$ cat src/rtl/rst_ctl_pkg.sv
// Shared constants for the reset control register: data width and the
// positions of the two meaningful bits. Assumes a byte-wide data bus.
package rst_ctl_pkg;
    parameter int DATA_W   = 8;
    parameter int REQ_BIT  = 2;   // write-only: asks for a reset
    parameter int TYPE_BIT = 1;   // kept: preferred reset type
    localparam logic [DATA_W-1:0] TYPE_MASK = DATA_W'(1) << TYPE_BIT;
endpackage

$ cat src/rtl/rst_ctl_decode.sv
// Address decode and strobe split for the reset control register.
// Turns a matching write into either a request strobe or a store strobe,
// and flags a matching read. Assumes strobes last exactly one cycle.
module rst_ctl_decode
    import rst_ctl_pkg::*;
#(
    parameter int                ADDR_W    = 16,
    parameter logic [ADDR_W-1:0] PORT_ADDR = 16'h00F0
) (
    input  logic [ADDR_W-1:0] io_addr,
    input  logic              io_wr,
    input  logic              io_rd,
    input  logic              req_bit,
    output logic              req_stb,
    output logic              store_stb,
    output logic              rd_sel
);
    logic hit;

    // Decide which action this cycle's access asks for.
    always_comb begin
        hit       = (io_addr == PORT_ADDR);
        req_stb   = hit && io_wr && req_bit;
        store_stb = hit && io_wr && !req_bit;
        rd_sel    = hit && io_rd;
    end
endmodule

$ cat src/rtl/rst_ctl_pulse.sv
// One-clock reset request generator. A request strobe while the output
// is low raises it for one cycle; strobes while it is high are dropped.
module rst_ctl_pulse (
    input  logic clk,
    input  logic rst_n,
    input  logic req_stb,
    output logic pulse
);
    // Register the pulse; it never stays high two cycles in a row.
    always_ff @(posedge clk) begin
        if (!rst_n) pulse <= 1'b0;
        else        pulse <= req_stb && !pulse;
    end

    assert_pulse_follows_R1: assert property (@(posedge clk) disable iff (!rst_n)
        (req_stb && !pulse) |=> pulse);
    assert_single_cycle_R6: assert property (@(posedge clk) disable iff (!rst_n)
        pulse |=> !pulse);
endmodule

$ cat src/rtl/rst_ctl_store.sv
// Storage for the reset control byte. Loads the masked write data on a
// store strobe and holds otherwise. Assumes strobes come from the decoder.
module rst_ctl_store
    import rst_ctl_pkg::*;
(
    input  logic              clk,
    input  logic              rst_n,
    input  logic              store_stb,
    input  logic              req_stb,
    input  logic [DATA_W-1:0] wdata,
    output logic [DATA_W-1:0] stored,
    output logic              nonzero
);
    // Keep only the reset-type bit of a storing write.
    always_ff @(posedge clk) begin
        if (!rst_n)         stored <= '0;
        else if (store_stb) stored <= wdata & TYPE_MASK;
    end

    // Tell state-save logic the byte needs preserving.
    always_comb nonzero = |stored;

    assert_hold_on_request_R2: assert property (@(posedge clk) disable iff (!rst_n)
        req_stb |=> $stable(stored));
    assert_type_bit_only_R3: assert property (@(posedge clk) disable iff (!rst_n)
        store_stb |=> (stored[TYPE_BIT] == $past(wdata[TYPE_BIT]))
                      && ($countones(stored) == (stored[TYPE_BIT] ? 1 : 0)));
endmodule

$ cat src/rtl/rst_ctl_reg.sv
// Reset control register top. A one-byte I/O port: request writes pulse
// sys_rst_req, other writes keep the reset-type bit, reads return the byte.
// Assumes one access strobe per cycle per direction and a synchronous reset.
module rst_ctl_reg
    import rst_ctl_pkg::*;
#(
    parameter int                ADDR_W    = 16,
    parameter logic [ADDR_W-1:0] PORT_ADDR = 16'h00F0
) (
    input  logic              clk,
    input  logic              rst_n,
    input  logic [ADDR_W-1:0] io_addr,
    input  logic              io_wr,
    input  logic              io_rd,
    input  logic [7:0]        io_wdata,
    output logic [7:0]        io_rdata,
    output logic              sys_rst_req,
    output logic              keep_state
);
    logic              req_stb, store_stb, rd_sel;
    logic [DATA_W-1:0] stored;

    rst_ctl_decode #(.ADDR_W(ADDR_W), .PORT_ADDR(PORT_ADDR)) u_dec (
        .io_addr   (io_addr),
        .io_wr     (io_wr),
        .io_rd     (io_rd),
        .req_bit   (io_wdata[REQ_BIT]),
        .req_stb   (req_stb),
        .store_stb (store_stb),
        .rd_sel    (rd_sel)
    );

    rst_ctl_pulse u_pulse (
        .clk     (clk),
        .rst_n   (rst_n),
        .req_stb (req_stb),
        .pulse   (sys_rst_req)
    );

    rst_ctl_store u_store (
        .clk       (clk),
        .rst_n     (rst_n),
        .store_stb (store_stb),
        .req_stb   (req_stb),
        .wdata     (io_wdata),
        .stored    (stored),
        .nonzero   (keep_state)
    );

    // Drive the read bus only for a selected read.
    always_comb io_rdata = rd_sel ? stored : '0;

    assert_foreign_write_R7: assert property (@(posedge clk) disable iff (!rst_n)
        (io_wr && io_addr != PORT_ADDR) |=> $stable(stored));
    assert_idle_bus_R4: assert property (@(posedge clk) disable iff (!rst_n)
        !io_rd |-> io_rdata == 8'h00);
    assert_status_R8: assert property (@(posedge clk) disable iff (!rst_n)
        (store_stb && !io_wdata[TYPE_BIT]) |=> !keep_state);
endmodule

$ cat config.mk
export PLATFORM = sky130hd
export DESIGN_NAME = rst_ctl_reg
export DESIGN_NICKNAME = d
export VERILOG_FILES = /design/src/rtl/rst_ctl_pkg.sv /design/src/rtl/rst_ctl_decode.sv /design/src/rtl/rst_ctl_pulse.sv /design/src/rtl/rst_ctl_store.sv /design/src/rtl/rst_ctl_reg.sv
export SDC_FILE = /design/constraint.sdc
export NUM_CORES = 1
export LEC_CHECK = 0
export ABC_CLOCK_PERIOD_IN_PS = 2100
export BUFFER_PORTS_ARGS = -buffer_cell sky130_fd_sc_hd__buf_2
export CAP_MARGIN = 10
export CORE_AREA = 4 4 41 43
export DETAILED_ROUTE_END_ITERATION = 8
export DIE_AREA = 0 0 45 47
export PLACE_DENSITY = 0.51
export SETUP_SLACK_MARGIN = 0.5
export SLEW_MARGIN = 30
export SYNTH_ARGS = -nofsm -noshare
export SYNTH_HDL_FRONTEND = slang
export SYNTH_SLANG_ARGS = --single-unit
$ cat constraint.sdc
create_clock -name clk -period 2.1 [get_ports clk]
set_input_delay 0.21 -clock clk [delete_from_list [all_inputs] [get_ports clk]]
set_output_delay 0.21 -clock clk [all_outputs]
set_load 0.05 [all_outputs]
==> flow_summary.rst, run 1 <==
.. list-table::
   :header-rows: 1

   * - Metric
     - Value
   * - GPL Wtd Cong
     - 0.5750
   * - Critical path endpoint category
     - primary output
   * - Reg-to-reg critical path startpoint
     - u_pulse.pulse
   * - Clock tree buffer depth
     - 2
   * - Average wire per standard cell
     - 8.922 um
   * - Routed wire length
     - 571 um
   * - Buffers inserted by post-CTS timing repair
     - 0
   * - Number of instances in the synthesized netlist
     - 23
   * - Setup skew after layout
     - 0 ns
   * - Antenna viol nets, final
     - 0
   * - Overall power consumption
     - 0.0001744 W
   * - Pins over their slew limit
     - 0
   * - TritonCTS clock tree
     - yes
   * - FP Rows
     - 13
   * - Number of fill cells
     - 160
   * - Yosys Warn Count
     - 0
   * - Hold Fails Final Rpt
     - 0
   * - Proportion of layout cells with a drive suffix above 1
     - 65.31%
   * - WP data required
     - 1.89 ns
   * - Delay of the slowest critical-path stage
     - about 0.26 ns
   * - Busiest grt layer
     - met2
   * - Worst-Skew Late Latency
     - about 0.22 ns
   * - Initial cell density of the core
     - about 16%
   * - Number of cells on the worst reg-to-reg path
     - 2
   * - Worst voltage drop across the vdd grid
     - 0.1169 mV
   * - Register cell area after layout
     - approximately 40 um^2
   * - Setup repair after global routing missed its margin
     - false
   * - Cell at the root of the clock tree
     - sky130_fd_sc_hd__clkbuf_4
   * - Count of boundary I/O pins
     - 38
   * - Worst setup margin
     - 0.7345 ns
   * - P&R area growth vs syn
     - 63.25%
   * - Antenna violations before repair
     - 0
   * - Distinct cells, synth
     - 12
   * - Critical path destination
     - io_rdata[1]
   * - Syn_area_per_cell
     - 9.030 um^2
   * - Final worst path period share
     - 65.03%
   * - Wire length of the first global-routing pass
     - between 800 and 900 um
   * - Cell at the slowest stage of the critical path
     - sky130_fd_sc_hd__nor4_2
   * - Data arrival time of the critical path
     - 1.16 ns
   * - Fmax
     - ~0.73 GHz
   * - Hold Path Cell Cnt
     - 3
   * - Hold-fix buffer count after cts
     - 0
   * - Most frequent cells in the layout
     - sky130_fd_sc_hd__buf_2, sky130_fd_sc_hd__conb_1, sky130_fd_sc_hd__nand2_1, sky130_fd_sc_hd__clkbuf_4
   * - Worst r2r dst
     - u_pulse.pulse
   * - Post-synthesis cell area
     - approximately 210 um^2
   * - TritonCTS Buffers
     - 3
   * - Crit Path Class
     - in -> out
   * - Total leakage power
     - around 0.17 nW
   * - Quantity of I/O buffers inserted on ports
     - 24
   * - Placed inst area
     - around 320 um^2
   * - Area used by multi-input combinational logic
     - between 100 and 150 um^2
   * - Remaining global-route overflow
     - 0
   * - Fin crit period
     - 1.366 ns
   * - Family with the most delay on the worst path
     - simple AND/OR/NAND/NOR gates
   * - Die boundary width
     - 45 um
   * - Count of max-cap constraint violations
     - 0
   * - GRT Total Usage
     - 6.151%
   * - Fraction of the yosys area taken by sequential cells
     - 19.28%
   * - PD cells
     - ~510 nW/um^2
   * - Critical-path maximum fanout
     - 3
   * - Status
     - complete, no violations
   * - Crit path from
     - io_addr[12]
   * - Total via count in the routed design
     - 230
   * - Flip-flop and latch count after synthesis
     - 2
   * - Pin count of the biggest net entering global routing
     - 4
   * - Number of H-tree levels
     - 1
   * - Global Route met3 Usage
     - 4.981%
   * - Reg-to-reg slack, setup
     - 1.49 ns
   * - Drt first-iter violations
     - 2
   * - Area of the die
     - 2115 um^2
   * - Clock-pin slew on the worst setup and hold paths
     - approximately 0.03 ns
   * - Initial DRT Pass Iterations
     - 2
   * - Number of antenna repair diodes
     - 0
   * - Worst path buffer plus inverter count
     - 2
   * - Number of vias per cell after detailed routing
     - 3.594
   * - Worst-case setup slack after placement
     - 0.7015 ns
   * - Critical path's most frequent cell
     - sky130_fd_sc_hd__buf_2
   * - Post_cts resized
     - 0
   * - TNS Setup
     - 0 ns
   * - Cell area after layout
     - 339.1 um^2
   * - Area of the core
     - 1301 um^2
   * - TritonCTS sink count
     - 2
   * - Remaining routing DRC violations
     - 0
   * - Count of endpoints failing setup in the final report
     - 0
   * - Cell breakdown of the critical path
     - buf_2 > nor4_2 > nand4_1 > nor2_1 > buf_2
   * - Leading cell type in the layout, fill and taps excluded
     - sky130_fd_sc_hd__buf_2
   * - Die extent in y
     - 47 um
   * - Final Net Count
     - 79
   * - Met1 Use GR
     - between 4 and 5%
   * - Grt met2 use
     - under 10%
   * - Hold_ws
     - 0.2450 ns
   * - Number of global-route vias before repair
     - about 210
   * - Setup crit start kind
     - input pin
   * - Count of cell instances traversed by the critical path
     - 5
   * - Path class of the lowest-slack min-delay path
     - in -> reg
## cells by family (layout without fill, tap and decap cells)
kind of cell           after synthesis  in the layout  synth area share (%)
buffers and inverters                7             27                 25.30
other                                1              7                 1.805
multiplexers                         1              1                 4.819
AND/OR/NAND/NOR                     12             12                 48.80
flip-flops                           2              2                 19.28
## tightest hold or removal path: cells and delay by family
kind / cells / cell delay (ns)
buffers and inverters: 1 / 0.09
muxes: 1 / 0.06
and+or+nand+nor: 1 / 0.04
## power by group
part	internal, W	leakage [nW]	switching, W
clock network	0.0000629	0.0138	0.0000203
registers	0.0000383	0.0161	0.0000000000889
logic	0.0000173	0.141	0.0000355
total	0.000119	0.171	0.0000558
## layout make-up
type                            instances  area share [%]
Multi-Input combinational cell         20           40.59
Timing Repair Buffer                   24           35.42
Sequential cell                         2           11.81
Clock buffer                            3           6.642
Tap cell                               15           5.535
## state kept, by name, indices dropped and copies added, names as in the netlist
register        cells
u_pulse.pulse       1
u_store.stored      1
## Yosys cell counts (all sizes together)
cell type  number  area [um^2]
and4bb          1        12.51
buf             7        52.55
conb            1        3.750
dfxtp           2        40.04
mux2i           1        10.01
nand2           3        11.26
nand4           1        6.260
nand4b          1        8.760
nor2            2        7.510
nor3b           1        12.51
nor4            1        12.51
nor4b           2        30.03
## stage by stage
stage               std cells  utilization (%)
finish                     64            26.06
global route               64            26.06
CTS                        64            26.06
detailed placement         61            24.33
global placement           61            24.33
floorplan                  29                -
## how the worst min path moves through the flow
stage                            from                 to
final                     io_wdata[1]  u_store.stored[1]
after global routing      io_wdata[1]  u_store.stored[1]
after CTS                 io_wdata[1]  u_store.stored[1]
after detailed placement  io_wdata[1]  u_store.stored[1]
after global placement    io_wdata[1]  u_store.stored[1]
after floorplan           io_wdata[1]  u_store.stored[1]
## metal layers
layer / wire [um] / vias up
met5: 0 / -
met2: 300 / 15
met3: 113 / 0
li1: - / 120
met1: 157 / 95
met4: 0 / 0
Note: power is estimated with default switching activity, not from simulation.
==> run 2: changes to the inputs <==
Settings changed: ABC_CLOCK_PERIOD_IN_PS 2100 to 1400.
Clock period 2.1 ns to 1.4 ns, I/O delays scaled along.
==> flow_summary.rst, run 2 (synthesized netlist as in run 1, its figures left out) <==
.. list-table::
   :header-rows: 1

   * - Metric
     - Value
   * - Data arrival time of the critical path
     - 1.26 ns (was 1.16 ns)
   * - P&R area growth vs syn
     - 105.4% (was 63.25%)
   * - Number of cells on the worst reg-to-reg path
     - 2 (unchanged)
   * - Drt first-iter violations
     - 0 (was 2)
   * - Switching share of power
     - 32.17% (was 32.02%)
   * - Final worst path period share
     - 80.04%
   * - Total leakage power
     - 0.1998 nW (was 0.1706 nW)
   * - Clock-pin slew on the worst setup and hold paths
     - 0.03 ns (about the same)
   * - Critical path endpoint category
     - flop (was primary output)
   * - Count of boundary I/O pins
     - 38 (unchanged)
   * - Path class of the lowest-slack min-delay path
     - in -> reg (unchanged)
   * - Worst voltage drop across the vdd grid
     - 0.2163 mV (was 0.1169 mV)
   * - Pin count of the biggest net entering global routing
     - 4 (unchanged)
   * - Area of the core
     - 1301 um^2 (unchanged)
   * - Total via count in the routed design
     - 244 (was 230)
   * - Cell at the root of the clock tree
     - sky130_fd_sc_hd__clkbuf_4 (unchanged)
   * - Count of endpoints failing setup in the final report
     - 0 (unchanged)
   * - Status
     - complete, no violations (unchanged)
   * - Pins over their slew limit
     - 0 (unchanged)
   * - Reg-to-reg critical path startpoint
     - u_pulse.pulse (unchanged)
   * - TNS Setup
     - 0 ns (unchanged)
   * - Hold_ws
     - 0.1641 ns (was 0.2450 ns)
   * - Routed wire length
     - 619 um (was 571 um)
   * - Overall power consumption
     - 0.0002786 W (was 0.0001744 W)
   * - Fin crit period
     - 1.121 ns
   * - Count of max-cap constraint violations
     - 0 (unchanged)
   * - Remaining routing DRC violations
     - 0 (unchanged)
   * - Met1 Use GR
     - 4.515% (was 4.751%)
   * - GRT Total Usage
     - 5.753% (was 6.151%)
   * - Die boundary width
     - 45 um (unchanged)
   * - Global Route met3 Usage
     - 2.682% (was 4.981%)
   * - Cell area after layout
     - 426.7 um^2 (was 339.1 um^2)
   * - Initial cell density of the core
     - 15.96% (unchanged)
   * - TritonCTS Buffers
     - 3 (unchanged)
   * - TritonCTS clock tree
     - yes (unchanged)
   * - Die extent in y
     - 47 um (unchanged)
   * - Grt met2 use
     - 9.605% (was 9.040%)
   * - Busiest grt layer
     - met2 (unchanged)
   * - WP data required
     - 1.54 ns (was 1.89 ns)
   * - Hold-fix buffer count after cts
     - 0 (unchanged)
   * - Biggest registers after layout
     - u_pulse.pulse: 1 flops, u_store.stored: 1 flops (unchanged)
   * - Post-detail-place hpwl
     - 542.1 um
   * - TritonCTS sink count
     - 2 (unchanged)
   * - Wire length of the first global-routing pass
     - 807 um (unchanged)
   * - Placed inst area
     - 344.1 um^2 (was 316.6 um^2)
   * - Number of global-route vias before repair
     - 228 (was 208)
   * - Setup skew after layout
     - 0 ns (unchanged)
   * - Worst r2r dst
     - u_pulse.pulse (unchanged)
   * - Setup repair after global routing missed its margin
     - true (was false)
   * - Fmax
     - 0.8924 GHz
   * - Crit Path Class
     - in -> reg (was in -> out)
   * - Number of antenna repair diodes
     - 0 (unchanged)
   * - Critical path destination
     - u_store.stored[1] (was io_rdata[1])
   * - Reg-to-reg slack, setup
     - 0.78 ns (was 1.49 ns)
   * - Setup crit start kind
     - input pin (unchanged)
   * - Worst-Skew Late Latency
     - 0.22 ns (about the same)
   * - Proportion of layout cells with a drive suffix above 1
     - 72.00% (was 65.31%)
   * - Hold Path Cell Cnt
     - 3 (unchanged)
   * - Critical-path maximum fanout
     - 2 (was 3)
   * - Remaining global-route overflow
     - 0 (unchanged)
   * - Area of the die
     - 2115 um^2 (unchanged)
   * - Crit path from
     - io_addr[3] (was io_addr[12])
   * - Hold Fails Final Rpt
     - 0 (unchanged)
   * - Internal Pwr Total
     - 0.0001890 W (was 0.0001186 W)
   * - Clock tree buffer depth
     - 2 (unchanged)
   * - Quantity of I/O buffers inserted on ports
     - 24 (unchanged)
   * - Final Net Count
     - 80 (was 79)
   * - Average wire per standard cell
     - 9.523 um (was 8.922 um)
   * - Sequential cell fraction of total power
     - 20.6% (was 22.0%)
   * - Initial DRT Pass Iterations
     - 1 (was 2)
   * - Leading cell type in the layout, fill and taps excluded
     - sky130_fd_sc_hd__buf_2 (unchanged)
   * - Number of vias per cell after detailed routing
     - 3.754 (was 3.594)
   * - GPL Wtd Cong
     - 0.5579 (was 0.5750)
   * - Number of fill cells
     - 146 (was 160)
   * - Net Sw Power
     - 0.00008960 W (was 0.00005583 W)
   * - Logic gate share of total power
     - 34.3% (was 30.3%)
   * - FP Rows
     - 13 (unchanged)
   * - Number of H-tree levels
     - 1 (unchanged)
   * - Most frequent cells in the layout
     - sky130_fd_sc_hd__buf_2, sky130_fd_sc_hd__conb_1, sky130_fd_sc_hd__buf_6 (was sky130_fd_sc_hd__buf_2, sky130_fd_sc_hd__conb_1, sky130_fd_sc_hd__nand2_1, sky130_fd_sc_hd__clkbuf_4)
   * - Clock network fraction of total power
     - 45.1% (was 47.7%)
   * - Antenna violations before repair
     - 0 (unchanged)
   * - Antenna viol nets, final
     - 0 (unchanged)
   * - PD cells
     - 652.9 nW/um^2 (was 514.3 nW/um^2)
-- run 2: critical path, stage by stage --
cell	delay, ns
sky130_fd_sc_hd__buf_6	0.10
sky130_fd_sc_hd__nor4_4	0.25
sky130_fd_sc_hd__nand4_1	0.20
sky130_fd_sc_hd__buf_4	0.20
sky130_fd_sc_hd__nor3b_4	0.17
sky130_fd_sc_hd__mux2i_1	0.20
-- run 2: stage by stage --
step           utilization, %  setup slack (ns)  std cells
2_1_floorplan               -            0.3367         29
3_3_place_gp            26.44           0.09506         61
3_5_place_dp            26.44            0.1055         61
4_1_cts                 31.54            0.2590         65
5_1_grt                 32.79            0.2032         65
6_report                32.79            0.2794         65
-- run 2: power by group through the flow --
stage	logic [W]	clock network (W)	registers, W
4_1_cts	0.0000928	0.000134	0.0000574
3_5_place_dp	0.0000854	0	0.0000581
3_3_place_gp	0.0000844	0	0.0000581
5_1_grt	0.000101	0.000133	0.0000574
2_1_floorplan	0.0000649	0	0.0000581
6_report	0.0000954	0.000126	0.0000574
-- run 2: repair_timing --
item,4_1_cts,5_1_grt
resized for setup,8,3
buffers inserted,1,0
pin swaps,5,3
endpoints found under the setup margin,4,3
-- run 2: layout make-up --
type	instances	area [um^2]	share of cell area (%)
clock buffer	3	22.52	5.279
timing repair buffer	25	173.9	40.76
tap	15	18.77	4.399
multi-input combinational	20	168.9	39.59
sequential	2	42.54	9.971
-- run 2: how the worst min path moves through the flow --
stage	start	to	slack, ns
floorplan	io_wdata[1]	u_store.stored[1]	0.27
global placement	io_wdata[1]	u_store.stored[1]	0.40
detailed placement	io_wdata[1]	u_store.stored[1]	0.40
CTS	io_wdata[1]	u_store.stored[1]	0.16
global route	io_wdata[1]	u_store.stored[1]	0.18
finish	io_wdata[1]	u_store.stored[1]	0.16
-- run 2: metal layers --
metal | part of all wire (%) | up-vias
met4 | 0 | 0
met1 | 26 | 108
met5 | 0 | -
met3 | 14 | 0
li1 | - | 123
met2 | 59 | 13
